**src/rtl/ras_pkg.sv**
```systemverilog
package ras_pkg;
  typedef enum logic [1:0] {
    OP_IDLE    = 2'd0,
    OP_PUSH    = 2'd1,
    OP_POP_SUB = 2'd2,
    OP_POP_INT = 2'd3
  } stk_op_e;
endpackage

```
**src/rtl/ras_ctrl.sv**
```systemverilog
module ras_ctrl
  import ras_pkg::*;
#(
  parameter int PTR_W = 3
) (
  input  logic             clk_i,
  input  logic             rst_ni,
  input  logic             call_i,
  input  logic             ret_i,
  input  logic             reti_i,
  output stk_op_e          op_o,
  output logic [PTR_W-1:0] ptr_o,
  output logic [PTR_W-1:0] wr_slot_o,
  output logic [PTR_W-1:0] rd_slot_o
);
  logic [PTR_W-1:0] ptr_q, ptr_d;
  stk_op_e op;

  // fixed priority: call > ret > reti
  always_comb begin
    if (call_i)      op = OP_PUSH;
    else if (ret_i)  op = OP_POP_SUB;
    else if (reti_i) op = OP_POP_INT;
    else             op = OP_IDLE;
  end

  always_comb begin
    unique case (op)
      OP_PUSH:                ptr_d = ptr_q + 1'b1;
      OP_POP_SUB, OP_POP_INT: ptr_d = ptr_q - 1'b1;
      default:                ptr_d = ptr_q;
    endcase
  end

  always_ff @(posedge clk_i or negedge rst_ni) begin
    if (!rst_ni) ptr_q <= '0;
    else         ptr_q <= ptr_d;
  end

  assign op_o      = op;
  assign ptr_o     = ptr_q;
  assign wr_slot_o = ptr_q;
  assign rd_slot_o = ptr_q - 1'b1;
endmodule

```
**src/rtl/ras_mem.sv**
```systemverilog
module ras_mem #(
  parameter int PC_W       = 11,
  parameter int RAM_BYTES  = 64,
  parameter int STK_BASE   = 8,
  parameter int STK_LEVELS = 8,
  parameter int AW         = 6,
  parameter int PTR_W      = 3
) (
  input  logic             clk_i,
  input  logic             rst_ni,
  input  logic             push_i,
  input  logic             stk_busy_i,
  input  logic [PTR_W-1:0] wr_slot_i,
  input  logic [PTR_W-1:0] rd_slot_i,
  input  logic [PC_W-1:0]  pc_i,
  input  logic [AW-1:0]    dat_addr_i,
  input  logic             dat_we_i,
  input  logic [7:0]       dat_wdata_i,
  output logic [7:0]       dat_rdata_o,
  output logic [PC_W-1:0]  pop_pc_o
);
  localparam int HI_W  = PC_W - 8;
  localparam int PAD_W = 8 - HI_W;

  logic [7:0]    mem_q [RAM_BYTES];
  logic [AW-1:0] wr_lo, wr_hi, rd_lo, rd_hi;
  logic [7:0]    lo_byte, hi_byte;
  logic          dat_wr_ok;

  assign wr_lo     = AW'(STK_BASE + 2 * int'(wr_slot_i));
  assign wr_hi     = wr_lo + 1'b1;
  assign rd_lo     = AW'(STK_BASE + 2 * int'(rd_slot_i));
  assign rd_hi     = rd_lo + 1'b1;
  assign lo_byte   = pc_i[7:0];
  assign hi_byte   = {{PAD_W{1'b0}}, pc_i[PC_W-1:8]};
  assign dat_wr_ok = dat_we_i && !stk_busy_i;

  for (genvar b = 0; b < RAM_BYTES; b++) begin : g_byte
    if (b >= STK_BASE && b < STK_BASE + 2 * STK_LEVELS) begin : g_stk
      always_ff @(posedge clk_i or negedge rst_ni) begin
        if (!rst_ni)                                    mem_q[b] <= '0;
        else if (push_i && wr_lo == AW'(b))             mem_q[b] <= lo_byte;
        else if (push_i && wr_hi == AW'(b))             mem_q[b] <= hi_byte;
        else if (dat_wr_ok && dat_addr_i == AW'(b))     mem_q[b] <= dat_wdata_i;
      end
    end else begin : g_plain
      always_ff @(posedge clk_i or negedge rst_ni) begin
        if (!rst_ni)                                mem_q[b] <= '0;
        else if (dat_wr_ok && dat_addr_i == AW'(b)) mem_q[b] <= dat_wdata_i;
      end
    end
  end

  assign dat_rdata_o = mem_q[dat_addr_i];
  assign pop_pc_o    = {mem_q[rd_hi][HI_W-1:0], mem_q[rd_lo]};
endmodule

```
**src/rtl/ras_ret.sv**
```systemverilog
module ras_ret #(
  parameter int PC_W = 11
) (
  input  logic            clk_i,
  input  logic            rst_ni,
  input  logic            pop_i,
  input  logic            inc_i,
  input  logic [PC_W-1:0] pop_pc_i,
  output logic [PC_W-1:0] ret_pc_o,
  output logic            ret_valid_o
);
  logic [PC_W-1:0] ret_pc_q;
  logic            valid_q;

  always_ff @(posedge clk_i or negedge rst_ni) begin
    if (!rst_ni) begin
      ret_pc_q <= '0;
      valid_q  <= 1'b0;
    end else begin
      valid_q <= pop_i;
      if (pop_i) ret_pc_q <= inc_i ? pop_pc_i + 1'b1 : pop_pc_i;
    end
  end

  assign ret_pc_o    = ret_pc_q;
  assign ret_valid_o = valid_q;
endmodule

```
**src/rtl/shared_ram_call_stack.sv**
```systemverilog
module shared_ram_call_stack
  import ras_pkg::*;
#(
  parameter int PC_W       = 11,
  parameter int RAM_BYTES  = 64,
  parameter int STK_BASE   = 8,
  parameter int STK_LEVELS = 8,
  localparam int AW        = $clog2(RAM_BYTES),
  localparam int PTR_W     = $clog2(STK_LEVELS)
) (
  input  logic            clk_i,
  input  logic            rst_ni,
  input  logic            call_i,
  input  logic            ret_i,
  input  logic            reti_i,
  input  logic [PC_W-1:0] pc_i,
  output logic [PC_W-1:0] ret_pc_o,
  output logic            ret_valid_o,
  input  logic [AW-1:0]   dat_addr_i,
  input  logic            dat_we_i,
  input  logic [7:0]      dat_wdata_i,
  output logic [7:0]      dat_rdata_o
);
  stk_op_e          op;
  logic [PTR_W-1:0] ptr_q, wr_slot, rd_slot;
  logic [PC_W-1:0]  pop_pc;
  logic             push, pop, stk_busy;

  assign push     = (op == OP_PUSH);
  assign pop      = (op == OP_POP_SUB) || (op == OP_POP_INT);
  assign stk_busy = (op != OP_IDLE);

  ras_ctrl #(.PTR_W(PTR_W)) u_ctrl (
    .clk_i     (clk_i),
    .rst_ni    (rst_ni),
    .call_i    (call_i),
    .ret_i     (ret_i),
    .reti_i    (reti_i),
    .op_o      (op),
    .ptr_o     (ptr_q),
    .wr_slot_o (wr_slot),
    .rd_slot_o (rd_slot)
  );

  ras_mem #(
    .PC_W(PC_W), .RAM_BYTES(RAM_BYTES), .STK_BASE(STK_BASE),
    .STK_LEVELS(STK_LEVELS), .AW(AW), .PTR_W(PTR_W)
  ) u_mem (
    .clk_i       (clk_i),
    .rst_ni      (rst_ni),
    .push_i      (push),
    .stk_busy_i  (stk_busy),
    .wr_slot_i   (wr_slot),
    .rd_slot_i   (rd_slot),
    .pc_i        (pc_i),
    .dat_addr_i  (dat_addr_i),
    .dat_we_i    (dat_we_i),
    .dat_wdata_i (dat_wdata_i),
    .dat_rdata_o (dat_rdata_o),
    .pop_pc_o    (pop_pc)
  );

  ras_ret #(.PC_W(PC_W)) u_ret (
    .clk_i       (clk_i),
    .rst_ni      (rst_ni),
    .pop_i       (pop),
    .inc_i       (op == OP_POP_SUB),
    .pop_pc_i    (pop_pc),
    .ret_pc_o    (ret_pc_o),
    .ret_valid_o (ret_valid_o)
  );
endmodule

```
**config.mk**
```make
export PLATFORM = sky130hd
export DESIGN_NAME = shared_ram_call_stack
export DESIGN_NICKNAME = d
export VERILOG_FILES = /design/src/rtl/ras_pkg.sv /design/src/rtl/ras_ctrl.sv /design/src/rtl/ras_mem.sv /design/src/rtl/ras_ret.sv /design/src/rtl/shared_ram_call_stack.sv
export SDC_FILE = /design/constraint.sdc
export NUM_CORES = 1
export LEC_CHECK = 0
export ABC_AREA = 1
export ABC_CLOCK_PERIOD_IN_PS = 4200
export BUFFER_PORTS_ARGS = -buffer_cell sky130_fd_sc_hd__buf_2
export CAP_MARGIN = 25
export CORE_ASPECT_RATIO = 0.75
export CORE_MARGIN = 3
export CORE_UTILIZATION = 32
export CTS_CLUSTER_DIAMETER = 120
export CTS_CLUSTER_SIZE = 12
export DETAILED_ROUTE_END_ITERATION = 8
export SYNTH_ARGS = -nofsm -noshare
export SYNTH_HDL_FRONTEND = slang
export SYNTH_SLANG_ARGS = --single-unit
```
**constraint.sdc**
```tcl
create_clock -name clk_i -period 4.2 [get_ports clk_i]
set_clock_uncertainty 0.2 [all_clocks]
set_input_delay 0.84 -clock clk_i [delete_from_list [all_inputs] [get_ports clk_i]]
set_output_delay 0.84 -clock clk_i [all_outputs]
set_load 0.01 [all_outputs]
```
==> results of run 1 <==
-- placed cells by master, fill, tap and decap left out, drive strengths merged, types with 3 or more instances in the layout --
cell / synthesis / final
a21oi: 37 / 37
a22oi: 193 / 193
buf: 71 / 130
clkbuf: 136 / 52
dfrtp: 527 / 527
ha: 8 / 8
inv: 140 / 141
nand2: 1113 / 1113
nand3: 194 / 194
nand4: 12 / 12
nor2: 132 / 132
nor3: 24 / 24
o21a: 3 / 3
o21ai: 483 / 483
o22ai: 10 / 10
o311ai: 3 / 3
o31ai: 30 / 30
xor2: 3 / 3
-- per-layer routing --
metal	vias up	share of wire, %	track usage, %
met5	-	0.014	0
met4	2	2.6	5.54
met3	147	9.8	3.88
met2	1114	39	27.1
met1	11000	48	33.6
li1	10300	-	-
-- through the flow --
| step | hold slack [ns] | utilization (%) | setup slack [ns] | instances | area, µm² |
|---|---|---|---|---|---|
| 5_1_grt | 0.0129 | 36.3 | 0.0468 | 4138 | 28200 |
| 2_1_floorplan | 0.242 | - | 1.14 | 3127 | 25400 |
| 6_report | -0.0109 | 36.3 | 0.182 | 4138 | 28200 |
| 3_5_place_dp | 0.265 | 34.6 | 0.0632 | 4084 | 26900 |
| 4_1_cts | 0.00110 | 36.2 | 0.0645 | 4137 | 28200 |
| 3_3_place_gp | 0.259 | 34.6 | 0.0294 | 4084 | 26900 |
-- worst max-delay path: stages --
cell and delay [ns]:
buf_2 0.19, nor2_4 0.09, inv_2 0.34, buf_4 0.26
o21ai_0 0.08, o21ai_0 0.17, nand2_1 0.11, nor3_1 0.30
nor2_1 0.07, nor2_1 0.10, nand2_1 0.19, buf_2 0.21
-- power groups by stage --
stage	Combinational, mW	Clock (mW)	Sequential, mW
final	4.23	4.07	6.16
after global routing	4.66	4.37	6.23
after CTS	4.15	4.18	6.14
after detailed placement	4.13	0	6.22
after global placement	4.09	0	6.23
after floorplan	2.72	0	6.13
-- area by class of cell --
| type | count | area [µm²] |
|---|---|---|
| inverters | 141 | 539 |
| clock inverters | 1 | 8.76 |
| well taps | 1035 | 1290 |
| multi-input cells | 2252 | 10800 |
| clock buffers | 52 | 1280 |
| flip-flops and latches | 527 | 13200 |
| repair buffers | 130 | 1110 |
| fillers | 8125 | 49500 |
-- path summary, 6_finish.rpt --
check	startpoint	end	slack (ns)	depth (start not counted)
worst min-delay path	rst_ni	u_mem.mem_q[350]$_DFFE_PN0P_	-0.01	1
max in group asynchronous	rst_ni	u_mem.mem_q[148]$_DFFE_PN0P_	2.81	2
worst min register to register	u_ret.ret_pc_o[7]$_DFFE_PN0P_	u_ret.ret_pc_o[7]$_DFFE_PN0P_	0.28	2
min in group clk_i	u_ret.ret_pc_o[7]$_DFFE_PN0P_	u_ret.ret_pc_o[7]$_DFFE_PN0P_	0.28	2
worst max-delay path	dat_addr_i[1]	dat_rdata_o[4]	0.18	12
worst max register to register	u_ctrl.ptr_o[0]$_DFFE_PN0P_	u_ret.ret_pc_o[6]$_DFFE_PN0P_	0.74	13
-- flip-flops by register name, indices dropped and copies added, names as in the netlist --
register	count
u_mem.mem_q	512
u_ret.ret_pc_o	11
u_ret.ret_valid_o	1
u_ctrl.ptr_o	3
-- cell families (layout without fill, tap and decap cells) --
family | Yosys count | in the layout | synth area share, %
adders and majority gates | 8 | 8 | 0.395
DFF | 527 | 527 | 52.0
xor gates and xnor gates | 5 | 5 | 0.202
AOI/OAI and AO/OA | 762 | 762 | 17.6
and+or+nand+nor | 1477 | 1477 | 24.2
buffers and inverters | 348 | 324 | 5.60
==> metrics, run 1 <==
Comb pwr share 29.2%; setup TNS 0 ns; Worst-Skew Late Latency 0.62 ns; final wirelength 86,600 µm; via count 22,600; leakage power 13.1 nW; Area Growth Syn to Fin 11.2%; vias in the first global route 20,600; Sink Count 527; worst min path class in -> async; Post-synth EDFFs 0; crit path kind in -> out; NetSw 5.35 mW; max frequency 249 MHz; number of distinct library cells after synthesis 38; vias per inst 5.46; setup violators final 0; initial antenna violation count 4; DRC violations left 0; worst hold slack -0.0109 ns; sequential area share after synthesis 52.0%; failing checks hold timing; clock share of power 28.2%; drt first pass iters 6; RSZ-0062 raised after global routing no; ranking of synthesized cells by area dfrtp_1 (52%), nand2_1 (16%), o21ai_0 (9.4%); routability congestion estimate 0.919; Synth async-reset ratio 100%; total track usage 20.6%; Synth Register Bits 527; Post-Syn Area 25,400 µm²; H-tree level count 2; share of cells above drive strength 1 8.31%; switching part of the total 37.0%; overall power 14.5 mW; Clock Path Buffers 3; DP Wirelength 59,500 µm; Post-Syn Nets 3,166; final net count 3,140; P_int 9.12 mW; synthesized area per cell 8.11 µm²; Routed wire per std cell 20.9 µm; max_slew headroom 39.6%; Core ar. 77,700 µm²; first-pass GRT wire length 132,000 µm; Max Cap Violations 0; post-synth top area share 52.0%; Syn Inst Count 3,127; synth cell count leaders nand2_1 (1,111), dfrtp_1 (527), o21ai_0 (478); Worst-path clk slew 0.07 ns; TritonCTS clock tree done; Die Width 331 µm; Resized cells post-CTS 0; # IOs 51; Inserted Diodes 0; Post-CTS Setup Repair Bufs 0; largest area contributor in the netlist dfrtp_1; Root Driver clkbuf_16; type of origin of the critical path input pin; PortBufs 50; hold_buf cts 0; Top FF cell, synth dfrtp_1; crit-path max FO 22; pwr/cell area 513 nW/µm²; die area 82,700 µm²; row count 88; Critical Path RT 3.16 ns; Seq pwr share 42.6%; DIE HEIGHT 250 µm; synth warn 0; Worst VDD drop 0.000290 V; top-count cell post-synth nand2_1; Overflow after GRT 0; status finished, violations left; DRT iter0 DRCs 2,977; Worst EP arrival 2.98 ns; Antenna Nets Post-Route 0; final hold violation count 5; Slew Viols, Final 0; total CTS buffers 49; Slew @ Worst Pin 0.904 ns; Crit. End Element output pin; minimum clock period after layout 4.02 ns; largest net degree at the start of global routing 88; Initial Utilization 32.6%; Final Cycle Share 95.7%
No activity file was read; power rests on OpenSTA's default activity.
==> inputs of run 2 (changes only) <==
--- a/config.mk
+++ b/config.mk
@@ -5,8 +5,7 @@
 export SDC_FILE = /design/constraint.sdc
 export NUM_CORES = 1
 export LEC_CHECK = 0
-export ABC_AREA = 1
-export ABC_CLOCK_PERIOD_IN_PS = 4200
+export ABC_CLOCK_PERIOD_IN_PS = 4500
 export BUFFER_PORTS_ARGS = -buffer_cell sky130_fd_sc_hd__buf_2
 export CAP_MARGIN = 25
 export CORE_ASPECT_RATIO = 0.75
==> constraint.sdc (replaced) <==
create_clock -name clk_i -period 4.5 [get_ports clk_i]
set_clock_uncertainty 0.2 [all_clocks]
set_input_delay 0.9 -clock clk_i [delete_from_list [all_inputs] [get_ports clk_i]]
set_output_delay 0.9 -clock clk_i [all_outputs]
set_load 0.01 [all_outputs]
==> run 2 against run 1 <==
The run now ends clean. Synthesized area rose by 2.7%. Sequential power fell by 7.6%. Combinational power fell by 22%. Critical path depth fell by 6. Highest routed layer unchanged. Sequential share of layout area fell by 1.7 points.
==> metrics, run 2 <==
Clock Path Buffers 3 (unchanged); Slew Viols, Final 0 (unchanged); Core ar. 79,600 µm² (+2.4%); NetSw 4.01 mW (-25%); setup violators final 0 (unchanged); via count 16,100 (-29%); max_slew headroom 32.0% (-7.6 points); Antenna Nets Post-Route 0 (unchanged); Worst-path clk slew 0.06 ns (about the same); sequential area share after synthesis 50.6% (-1.4 points); Comb pwr share 25.9% (-3.3 points); Synth Register Bits 527 (unchanged); most flop-heavy register u_mem.mem_q; largest area contributor in the netlist dfrtp_1; worst min path class in -> async; vias per inst 5.53 (+1.3%); Max Cap Violations 0 (unchanged); Register-to-Register Setup Slack 0.61 ns (-0.13 ns); vias in the first global route 16,600 (-19%); max FFs per register 512 (unchanged); ranking of synthesized cells by area dfrtp_1 (51%), mux4_2 (16%), mux2_2 (16%); DP Wirelength 49,800 µm (-16%); Worst EP arrival 3.31 ns (+0.33 ns); DRC violations left 0 (unchanged); Final Cycle Share 97.9%; top-count cell post-synth dfrtp_1; synth cell count leaders dfrtp_1 (527), mux2_2 (359), mux4_2 (184); final cell count without fillers 2,908 (-30%); pwr/cell area 435 nW/µm² (-15%); Top FF cell, synth dfrtp_1; Resized cells post-CTS 0 (unchanged); Synth async-reset ratio 100% (unchanged); Slew @ Worst Pin 1.02 ns (+0.115 ns); Overflow after GRT 0 (unchanged); max incr delay on CP 0.59 ns (+0.25 ns); initial antenna violation count 7 (+3); Routed wire per std cell 25.0 µm (+19%); leakage power 13.7 nW (+4.5%); routability congestion estimate 0.817 (-11%); max frequency 227 MHz; Worst VDD drop 0.000293 V (+1.3%); cell repeated most along the worst path mux4_2; final net count 1,896 (-40%); Critical Path RT 3.40 ns (+0.24 ns); hold_buf cts 0 (unchanged); RSZ-0062 raised after global routing no; commonest non-fill, non-tap cells in the layout dfrtp_1 (527), mux2_2 (359), mux4_2 (184); Sink Count 527 (unchanged); H-tree level count 2 (unchanged); final wirelength 72,700 µm (-16%); switching part of the total 31.5% (-5.4 points); placed cell count 2,850 (-30%); Post-Syn Nets 1,867 (-41%); synthesized area per cell 14.3 µm² (+76%); post-synth top area share 50.6% (-1.4 points); Worst-Skew Late Latency 0.60 ns (-0.02 ns); cells along the critical path buf_8, buf_4, mux4_2, mux4_2, mux4_2, buf_2; final hold violation count 0 (-5); slowest CP cell mux4_2; PortBufs 50 (unchanged); drt first pass iters 5 (-1); Seq pwr share 44.8% (+2.2 points); Area Growth Syn to Fin 12.2%; Initial Utilization 32.7% (+0.10 points); total track usage 17.3% (-3.3 points); setup TNS 0 ns (unchanged); status completed; DRT iter0 DRCs 1,188 (-60%); share of cells above drive strength 1 41.7% (+33 points); Post-Syn Area 26,000 µm² (+2.7%); row count 89 (+1.1%); minimum clock period after layout 4.41 ns; Post-CTS Setup Repair Bufs 0 (unchanged); clock share of power 29.3% (+1.1 points); number of distinct library cells after synthesis 50 (+32%); # IOs 51 (unchanged); largest net degree at the start of global routing 106 (+20%); die area 84,900 µm² (+2.7%); first-pass GRT wire length 111,000 µm (-16%); crit path launch dat_addr_i[0]; Crit. End Element output pin; Syn Inst Count 1,828 (-42%); worst hold slack 0.0653 ns (+0.0763 ns); synth warn 0 (unchanged); r2r startpoint u_ctrl.ptr_o[1]$_DFFE_PN0P_; TritonCTS clock tree done; utilization after layout 36.7% (+0.46 points); Die Width 335 µm (+1.3%); P_int 8.70 mW (-4.6%); Root Driver clkbuf_16; commonest non-fill, non-tap cell in the layout dfrtp_1; crit-path max FO 21 (-4.5%); Post-synth EDFFs 0 (unchanged); total CTS buffers 49 (unchanged); DIE HEIGHT 253 µm (+1.3%); type of origin of the critical path input pin; crit path kind in -> out
run 2: critical path: cells and delay by family:
kind	cells	cell delay, ns
buffers and inverters	3	0.67
muxes	3	1.71
run 2: cell type report:
class	instances	area, µm²
antenna	3	7.51
clock buffer	52	1280
clock inverter	1	8.76
fill	7426	50400
inverter	8	35.0
multi-input combinational	1136	12200
sequential	527	13200
tap	1046	1310
timing repair buffer	135	1260
run 2: per-layer routing:
metal | up-vias | part of all wire, % | track usage [%]
li1 | 6787 | - | -
met1 | 8654 | 46 | 25.4
met2 | 519 | 43 | 24.8
met3 | 105 | 8.6 | 5.15
met4 | 2 | 2.4 | 4.75
met5 | - | 0.019 | 0
run 2: final timing paths:
kind                                                   to  cells after the start
min                           u_mem.mem_q[33]$_DFFE_PN0P_                      1
max reg2reg                u_ret.ret_pc_o[10]$_DFFE_PN0P_                     10
max in group asynchronous    u_mem.mem_q[212]$_DFFE_PN0P_                      3
min in group clk_i          u_ret.ret_pc_o[6]$_DFFE_PN0P_                      2
max                                        dat_rdata_o[2]                      6
min reg2reg                 u_ret.ret_pc_o[6]$_DFFE_PN0P_                      2
run 2: cells by family (layout without fill, tap and decap cells):
logic type | after synthesis | after routing | share of synthesized area, %
other cells | 0 | 3 | 0
buf+inv | 165 | 196 | 2.76
xor+xnor | 7 | 7 | 0.235
simple gates | 288 | 288 | 5.23
flops | 527 | 527 | 50.6
mux | 707 | 707 | 38.2
fa+ha+maj | 8 | 8 | 0.384
compound gates | 126 | 126 | 2.56
run 2: through the flow:
stage          total power [mW]  cell area, µm²  setup WS [ns]
2_1_floorplan              7.85           26100          0.315
3_3_place_gp               8.90           27800         0.0426
3_5_place_dp               9.03           27900        0.00542
4_1_cts                    12.8           29200        0.00399
5_1_grt                    13.3           29200        0.00824
6_report                   12.7           29200         0.0930
run 2: power by group through the flow:
stage                     combinational (mW)  sequential (mW)  clock [mW]
after global placement                  3.15             5.74           0
final                                   3.29             5.69        3.73
after global routing                    3.57             5.74        4.03
after CTS                               3.28             5.68        3.84
after floorplan                         2.25             5.60           0
after detailed placement                3.27             5.76           0
